## config.mk

```make
export PLATFORM = sky130hd
export DESIGN_NAME = sir_rx_unwrap
export DESIGN_NICKNAME = d
export VERILOG_FILES = /design/src/rtl/sir_unwrap_pkg.sv /design/src/rtl/sir_unwrap_fsm.sv /design/src/rtl/sir_unwrap_ostage.sv /design/src/rtl/sir_rx_unwrap.sv
export SDC_FILE = /design/constraint.sdc
export NUM_CORES = 1
export LEC_CHECK = 0
export CAP_MARGIN = 0
export CORE_MARGIN = 3
export CORE_UTILIZATION = 50
export DETAILED_ROUTE_END_ITERATION = 16
export PLACE_DENSITY = 0.91
export SKIP_CTS_REPAIR_TIMING = 1
export SYNTH_ARGS = -nofsm -noshare
export SYNTH_HDL_FRONTEND = slang
export SYNTH_SLANG_ARGS = --single-unit
```

## constraint.sdc

```tcl
create_clock -name clk -period 5.3 [get_ports clk]
set_input_delay 0.53 -clock clk [delete_from_list [all_inputs] [get_ports clk]]
set_output_delay 0.53 -clock clk [all_outputs]
set_load 0.02 [all_outputs]
```

## src/rtl/sir_unwrap_pkg.sv

```systemverilog
package sir_unwrap_pkg;

    localparam logic [7:0] FLAG_BOF  = 8'hC0;
    localparam logic [7:0] FLAG_EOF  = 8'hC1;
    localparam logic [7:0] CODE_ESC  = 8'h7D;
    localparam logic [7:0] ESC_XOR   = 8'h20;

    typedef enum logic [1:0] {
        ST_IDLE,
        ST_OPEN,
        ST_DATA,
        ST_ESC
    } fr_state_e;

    typedef enum logic [1:0] {
        K_BOF,
        K_EOF,
        K_ESC,
        K_DATA
    } byte_kind_e;

    typedef struct packed {
        logic sir_bad;
        logic too_long;
    } rx_err_t;

    typedef struct packed {
        logic [7:0] data;
        logic       eop;
        rx_err_t    err;
    } rx_beat_t;

    function automatic byte_kind_e classify(input logic [7:0] b);
        if (b == FLAG_BOF)      return K_BOF;
        else if (b == FLAG_EOF) return K_EOF;
        else if (b == CODE_ESC) return K_ESC;
        else                    return K_DATA;
    endfunction

endpackage

```

## src/rtl/sir_unwrap_fsm.sv

```systemverilog
module sir_unwrap_fsm
    import sir_unwrap_pkg::*;
#(
    parameter int LEN_W = 12
) (
    input  logic             clk,
    input  logic             rst,
    input  logic             active,
    input  logic             take,
    input  logic [7:0]       in_byte,
    input  logic [LEN_W-1:0] max_len,
    output logic             emit,
    output rx_beat_t         beat,
    output logic [LEN_W-1:0] byte_count
);

    localparam logic [LEN_W-1:0] CNT_MAX = {LEN_W{1'b1}};

    fr_state_e        state_q, state_d;
    logic             pend_v_q, pend_v_d;
    logic [7:0]       pend_b_q, pend_b_d;
    logic [LEN_W-1:0] cnt_q, cnt_d;
    logic             long_q, long_d;
    byte_kind_e       kind;
    logic [7:0]       payload;

    assign kind    = classify(in_byte);
    assign payload = (state_q == ST_ESC) ? (in_byte ^ ESC_XOR) : in_byte;

    always_comb begin
        state_d  = state_q;
        pend_v_d = pend_v_q;
        pend_b_d = pend_b_q;
        cnt_d    = cnt_q;
        long_d   = long_q;
        emit     = 1'b0;
        beat     = '0;
        if (!active) begin
            state_d  = ST_IDLE;
            pend_v_d = 1'b0;
            cnt_d    = '0;
            long_d   = 1'b0;
            if (take) begin
                emit      = 1'b1;
                beat.data = in_byte;
            end
        end else if (take) begin
            if (state_q == ST_IDLE) begin
                if (kind == K_BOF) begin
                    state_d = ST_OPEN;
                    cnt_d   = '0;
                    long_d  = 1'b0;
                end
            end else if (kind == K_BOF) begin
                if (pend_v_q) begin
                    emit              = 1'b1;
                    beat.data         = pend_b_q;
                    beat.eop          = 1'b1;
                    beat.err.sir_bad  = 1'b1;
                    beat.err.too_long = long_q;
                end
                pend_v_d = 1'b0;
                state_d  = ST_OPEN;
                cnt_d    = '0;
                long_d   = 1'b0;
            end else if (kind == K_EOF) begin
                if (pend_v_q) begin
                    emit              = 1'b1;
                    beat.data         = pend_b_q;
                    beat.eop          = 1'b1;
                    beat.err.too_long = long_q;
                end
                pend_v_d = 1'b0;
                state_d  = ST_IDLE;
            end else if (kind == K_ESC && state_q != ST_ESC) begin
                state_d = ST_ESC;
            end else begin
                if (pend_v_q) begin
                    emit      = 1'b1;
                    beat.data = pend_b_q;
                end
                pend_v_d = 1'b1;
                pend_b_d = payload;
                state_d  = ST_DATA;
                if (cnt_q >= max_len) long_d = 1'b1;
                if (cnt_q != CNT_MAX) cnt_d = cnt_q + 1'b1;
            end
        end
    end

    always_ff @(posedge clk) begin
        if (rst) begin
            state_q  <= ST_IDLE;
            pend_v_q <= 1'b0;
            pend_b_q <= '0;
            cnt_q    <= '0;
            long_q   <= 1'b0;
        end else begin
            state_q  <= state_d;
            pend_v_q <= pend_v_d;
            pend_b_q <= pend_b_d;
            cnt_q    <= cnt_d;
            long_q   <= long_d;
        end
    end

    assign byte_count = cnt_q;

endmodule

```

## src/rtl/sir_unwrap_ostage.sv

```systemverilog
module sir_unwrap_ostage
    import sir_unwrap_pkg::*;
(
    input  logic     clk,
    input  logic     rst,
    input  logic     load,
    input  rx_beat_t beat_in,
    input  logic     out_ready,
    output logic     out_valid,
    output rx_beat_t beat_q
);

    always_ff @(posedge clk) begin
        if (rst) begin
            out_valid <= 1'b0;
            beat_q    <= '0;
        end else if (load) begin
            out_valid <= 1'b1;
            beat_q    <= beat_in;
        end else if (out_ready) begin
            out_valid <= 1'b0;
        end
    end

endmodule

```

## src/rtl/sir_rx_unwrap.sv

```systemverilog
module sir_rx_unwrap
    import sir_unwrap_pkg::*;
#(
    parameter int LEN_W = 12
) (
    input  logic             clk,
    input  logic             rst,
    input  logic             sir_mode,
    input  logic             filt_en,
    input  logic             test_en,
    input  logic [LEN_W-1:0] max_len,
    input  logic             in_valid,
    input  logic [7:0]       in_byte,
    output logic             in_ready,
    output logic             out_valid,
    input  logic             out_ready,
    output logic [7:0]       out_byte,
    output logic             out_eop,
    output logic             out_sir_bad,
    output logic             out_too_long,
    output logic [LEN_W-1:0] byte_count,
    output logic [15:0]      flag_word
);

    logic     active;
    logic     take;
    logic     emit;
    rx_beat_t beat_new;
    rx_beat_t beat_out;

    assign active    = filt_en && (sir_mode || test_en);
    assign in_ready  = !out_valid || out_ready;
    assign take      = in_valid && in_ready;
    assign flag_word = {FLAG_EOF, FLAG_BOF};

    sir_unwrap_fsm #(.LEN_W(LEN_W)) u_fsm (
        .clk        (clk),
        .rst        (rst),
        .active     (active),
        .take       (take),
        .in_byte    (in_byte),
        .max_len    (max_len),
        .emit       (emit),
        .beat       (beat_new),
        .byte_count (byte_count)
    );

    sir_unwrap_ostage u_ostage (
        .clk       (clk),
        .rst       (rst),
        .load      (emit),
        .beat_in   (beat_new),
        .out_ready (out_ready),
        .out_valid (out_valid),
        .beat_q    (beat_out)
    );

    assign out_byte     = beat_out.data;
    assign out_eop      = beat_out.eop;
    assign out_sir_bad  = beat_out.err.sir_bad;
    assign out_too_long = beat_out.err.too_long;

endmodule

```

# After elaboration in Yosys (flattened, before gate mapping)
# Index checks and enable logic that the tools add are counted.
dict set report op_classes {
  bitwise_logic 6
  n_reduce_logical 17
  n_div 0
  mux 50
  shifts 0
  addsub 1
  n_lt_le_gt_ge 1
  n_eq_ne 12
  mul 0
}
# operator count
set ops {}
lappend ops {{two-way mux 12 bit} 6}
lappend ops {{two-way mux 8 bit} 5}
lappend ops {{two-way mux 11 bit} 3}
lappend ops {{two-way mux 1 bit} 26}
lappend ops {{two-way mux 9 bit} 2}
lappend ops {{equality test 8 bit, second input constant} 2}
lappend ops {{adder 12 x 1 -> 12 bit, second input constant} 1}
lappend ops {{>= comparator 12 bit} 1}
lappend ops {{two-way mux 2 bit} 6}
lappend ops {{inequality test 12 bit, second input constant} 1}
lappend ops {{AND reduction 5 bit} 2}
lappend ops {{equality test 8 x 7 -> 1 bit, second input constant} 1}
lappend ops {{two-way mux 6 bit} 1}
lappend ops {{NOT 1 bit} 6}
lappend ops {{AND reduction 6 bit} 1}
lappend ops {{nonzero test 2 bit} 3}
lappend ops {{equality test 2 bit, second input constant} 2}
lappend ops {{zero test 2 bit} 2}
lappend ops {{inequality test 2 x 1 -> 1 bit, second input constant} 2}
lappend ops {{inequality test 2 bit, second input constant} 2}
lappend ops {{logical AND 1 bit} 3}
lappend ops {{two-way mux 3 bit} 1}
lappend ops {{inequality test 3 x 1 -> 1 bit, second input constant} 1}
lappend ops {{AND reduction 3 bit} 1}
lappend ops {{other kinds (5)} 6}
dict set report word_totals {
  out_inout_bits 41
  latch_bits 0
  mem_bits_rw 0
  mem_bits_ro 0
  n_memories 0
  reg_bits 36
  wordCells 97
}

# Longest topological paths before layout
dict set report logic_depth {
  ltp_word 13
  mapped_depth 7
}

# Hierarchy
# From an unflattened synthesis, not the netlist that was laid out.
dict set report hier_totals {
  cells_unflattened 253
  area_unflattened_um2 2255.9
}
# module n_inst area_per_inst_um2 cells_each
set by_module_without_submodules {}
lappend by_module_without_submodules {sir_unwrap_fsm 1 1675.4 193}
lappend by_module_without_submodules {sir_unwrap_ostage 1 422.9 39}
lappend by_module_without_submodules {sir_rx_unwrap 1 157.7 21}

# Least setup slack after synthesis
# Ideal clock, no wire load.
dict set report synth_timing {
  path_type {flip-flop to flip-flop}
  from {register u_fsm.cnt_q[0] (netlist: u_fsm.byte_count[0])}
  to {register u_fsm.cnt_q[5] (netlist: u_fsm.byte_count[5])}
  path_stages_with_launch 8
  setup_slack_ps 3250
  period_less_slack_ps 2050
  setup_time_ps 115
  t_arrival_ps 1935
  cell_sequence {dfxtp_1 > ha_1 > nand2_1 > or4_4 > a31oi_4 > buf_6 > nor4_1 > o21a_1}
}
dict set report synth_via {
  elab_chain_cells 6
  elab_cells_between_ends 9
}
# element line
set synth_lines {}
lappend synth_lines {{start, declared} sir_unwrap_fsm.sv:22} ;# logic [LEN_W-1:0] cnt_q, cnt_d;
lappend synth_lines {{start signal, assigned} sir_unwrap_fsm.sv:102} ;# cnt_q <= cnt_d;
lappend synth_lines {{adder 12 x 1 -> 12 bit} sir_unwrap_fsm.sv:86} ;# if (cnt_q != CNT_MAX) cnt_d = cnt_q + 1'b1;
lappend synth_lines {{two-way mux 12 bit} sir_unwrap_fsm.sv:86}
lappend synth_lines {{two-way mux 12 bit} sir_unwrap_fsm.sv:75} ;# end else if (kind == K_ESC && state_q != ST_ESC) begin
lappend synth_lines {{two-way mux 12 bit} sir_unwrap_fsm.sv:66} ;# end else if (kind == K_EOF) begin
lappend synth_lines {{two-way mux 12 bit} sir_unwrap_fsm.sv:54} ;# end else if (kind == K_BOF) begin
lappend synth_lines {{two-way mux 12 bit} sir_unwrap_fsm.sv:48} ;# if (state_q == ST_IDLE) begin
# Several ways; a longest one is shown, not always the timed one. The select of a mux whose other input is x is not followed.
# A chain may end at the register's enable or synchronous reset.

# Worst setup path after layout
dict set report layout_timing {
  from {input in_byte[0]}
  to {register u_ostage.beat_q[0] (netlist name)}
}
dict set report layout_via {
  elab_chain_cells 12
  elab_cells_between_ends 21
}
# element line
set layout_lines {}
lappend layout_lines {{start, declared} sir_rx_unwrap.sv:13} ;# input logic [7:0] in_byte,
lappend layout_lines {{equality test 8 x 7 -> 1 bit} sir_unwrap_pkg.sv:36} ;# else if (b == CODE_ESC) return K_ESC;
lappend layout_lines {{two-way mux 1 bit} sir_unwrap_pkg.sv:36}
lappend layout_lines {{two-way mux 2 bit} sir_unwrap_pkg.sv:35} ;# else if (b == FLAG_EOF) return K_EOF;
lappend layout_lines {{two-way mux 2 bit *} sir_unwrap_pkg.sv:34} ;# if (b == FLAG_BOF) return K_BOF;
lappend layout_lines {{equality test 2 bit} sir_unwrap_fsm.sv:75}
lappend layout_lines {{logical AND 1 bit} sir_unwrap_fsm.sv:75}
lappend layout_lines {{two-way mux 1 bit} sir_unwrap_fsm.sv:75}
lappend layout_lines {{two-way mux 1 bit} sir_unwrap_fsm.sv:66}
lappend layout_lines {{two-way mux 1 bit} sir_unwrap_fsm.sv:54}
lappend layout_lines {{two-way mux 1 bit} sir_unwrap_fsm.sv:48}
lappend layout_lines {{two-way mux 1 bit} sir_unwrap_fsm.sv:47} ;# end else if (take) begin
lappend layout_lines {{two-way mux 1 bit} sir_unwrap_fsm.sv:38} ;# if (!active) begin
lappend layout_lines {{end signal, assigned} sir_unwrap_ostage.sv:19} ;# beat_q <= beat_in;
lappend layout_lines {{end, declared} sir_unwrap_ostage.sv:10} ;# output rx_beat_t beat_q
# Every way passes the cells marked *; elsewhere a longest branch is shown, timed or not.

==> flow_metrics.env <==
export IMPL_status="finished, final reports clean"
export IMPL_fin_setup_tns_ns=0
export IMPL_clock_skew_ns=0.0100
export IMPL_cap_violations=0
export IMPL_area_growth_pct=25.7
export IMPL_h_tree_depth=2
export IMPL_rsz0062_at_grt="false"
export IMPL_synth_area_sq_um=2190
export IMPL_yosysWarnings=0
export IMPL_final_common_cell="clkdlybuf4s50_1"
export IMPL_cts_buffer_depth=2
export IMPL_yosys_most_used_dff="dfxtp_1"
export IMPL_reg2reg_depth=5
export IMPL_die_y_microns=72.1
export IMPL_grt_pass1_wl_microns=9340
export IMPL_power_density_nw_per_um2=209
export IMPL_grt_ovfl_total=0
export IMPL_fmax_mhz=372
export IMPL_fillers=326
export IMPL_root_buffer="clkbuf_8"
export IMPL_dp_hpwl_microns=4220
export IMPL_period_share_pct=50.8
export IMPL_final_cell_area_sq_um=2750
export IMPL_min_path_type="reg -> reg"
export IMPL_slew_headroom_pct=45.6
export IMPL_yosysUniqueCellTypes=55
export IMPL_power_mw=0.575
export IMPL_async_flop_share_pct=0
export IMPL_worstSkewPairLatency_ns=0.30
export IMPL_vias=2039
export IMPL_clock_sinks=36
export IMPL_worstPathArrival_ns=2.92
export IMPL_synth_edf_count=0
export IMPL_place_area_sq_um=2650
export IMPL_grtUsageTotal_pct=23.0
export IMPL_placementRows=23
export IMPL_min_period_ns=2.69
export IMPL_syn_inst=243
export IMPL_leakagePower_nw=1.06
export IMPL_grt_pass1_vias=1950
export IMPL_vias_per_cell=5.96
export IMPL_cts_buffers=5
export IMPL_start_kind="input port"
export IMPL_finalMaxSlewViolations=0
export IMPL_whs_ns=0.471
export IMPL_cts_tree="done"
export IMPL_required_ns=5.53
export IMPL_antenna_found_initial=0
export IMPL_cts_clk_slew_worst_paths_ns=0.06
export IMPL_dr_first_iter_drc_count=155
export IMPL_post_synth_cell_area_avg_sq_um=9.00
export IMPL_drcViolationCount=0
export IMPL_core_region_area_sq_um=4120
export IMPL_wl_per_cell_microns=16.5
export IMPL_drive_gt1_share_pct=8.22
export IMPL_initial_core_util_pct=53.1
export IMPL_finalHoldViolCount=0
export IMPL_finalSetupViolCount=0
export IMPL_ys_ff_latch=36
export IMPL_grt_start_max_net_pins=22
export IMPL_worst_slew_pin_slew_ns=0.815
export IMPL_num_antenna_cells=0
export IMPL_firstDrtPassIters=4
export IMPL_dieArea_sq_um=5200
export IMPL_whs_path_depth=1
export IMPL_routed_wl_microns=5630
export IMPL_worstSetupEndpointType="register"
export IMPL_path_max_fanout=10
export IMPL_die_w_microns=72.1
export IMPL_boundaryPins=68
export IMPL_fin_cells=342
export IMPL_gp_congestion=0.908
export IMPL_ir_worst_vdd_mv=0.199
export IMPL_drtAntennaViolNets=0
export IMPL_yosysSeqAreaShare_pct=33.0
export IMPL_dpl_cell_count=335
export IMPL_rrSetupSlack_ns=3.05
export IMPL_final_nets=332
export IMPL_final_cell_mix="clkdlybuf4s50_1 (51), dfxtp_1 (36), inv_1 (16), conb_1 (16), nor2_1 (15)"
export IMPL_worstSetupPathType="in -> reg"
export IMPL_io_buffers=51
## final timing paths
kind,startpoint,to
min,u_ostage.beat_q[9]$_SDFFE_PP0P_,u_ostage.beat_q[9]$_SDFFE_PP0P_
min reg2reg,u_ostage.beat_q[9]$_SDFFE_PP0P_,u_ostage.beat_q[9]$_SDFFE_PP0P_
max,in_byte[0],u_ostage.beat_q[0]$_SDFFE_PP0P_
max reg2reg,u_fsm.state_q[1]$_SDFFE_PP0P_,u_ostage.beat_q[0]$_SDFFE_PP0P_
## synthesized netlist by cell type (6+ instances only)
cell type	instances	area share, %
o2bb2ai_1	7	2.8
a21oi_1	9	2.1
nand3_1	7	1.6
buf_4	17	5.8
mux2i_1	7	3.2
nand2_1	10	1.7
or4_1	6	2.1
dfxtp_1	36	33
a211oi_1	6	2.1
a21o_1	6	2.1
inv_1	16	2.7
nor2_1	15	2.6
a22oi_1	7	2.4
ha_1	13	7.4
## metal layers
metal | up-vias | GRT usage (%) | wire [microns]
met3 | 10 | 7.62 | 483
met2 | 100 | 36.5 | 2730
met5 | - | 0 | 0
met1 | 949 | 28.7 | 2310
met4 | 0 | 9.19 | 101
li1 | 980 | - | -
## through the flow
stage                     utilization [%]  setup slack [ns]
after floorplan                         -              3.25
after global placement               64.5              2.54
after detailed placement             64.5              2.40
after CTS                            66.8              2.63
after global routing                 66.8              2.50
final                                66.8              2.61
## layout make-up
cell class	instances	area [sq um]	area share [%]
tap	50	62.6	2.28
sequential	36	721	26.2
clock buffer	7	96.3	3.50
multi-input combinational	182	1300	47.2
inverter	16	60.1	2.18
timing repair buffer	51	510	18.6
## report_power, final
group	leakage, nW	switching, mW	internal [mW]	total (mW)
Combinational	0.716	0.0483	0.0359	0.0842
Clock	0.0503	0.0981	0.116	0.214
Sequential	0.291	0.00256	0.275	0.277
## state kept, by name, summed over array words and instances (netlist names)
name                flops
u_fsm.long_q            1
u_fsm.pend_v_q          1
u_fsm.byte_count       12
u_ostage.out_valid      1
u_fsm.pend_b_q          8
u_ostage.beat_q        11
u_fsm.state_q           2
## kinds of logic after synthesis
group	Yosys count	synth area share (%)
AO/OA/AOI/OAI	65	23.1
buffers and inverters	39	10.1
adder cells (fa/ha/maj)	13	7.44
flip-flops	36	33.0
AND/OR/NAND/NOR	80	22.5
XOR/XNOR	1	0.401
other	2	0.343
multiplexers	7	3.20
## worst max-delay path: stages
cell and delay, ns:
clkdlybuf4s50_1 0.59, nand2b_1 0.13, o41a_1 0.46, o21ai_1 0.24
nor2b_1 0.70, a22o_1 0.26
No activity file was read; power rests on OpenSTA's default activity.
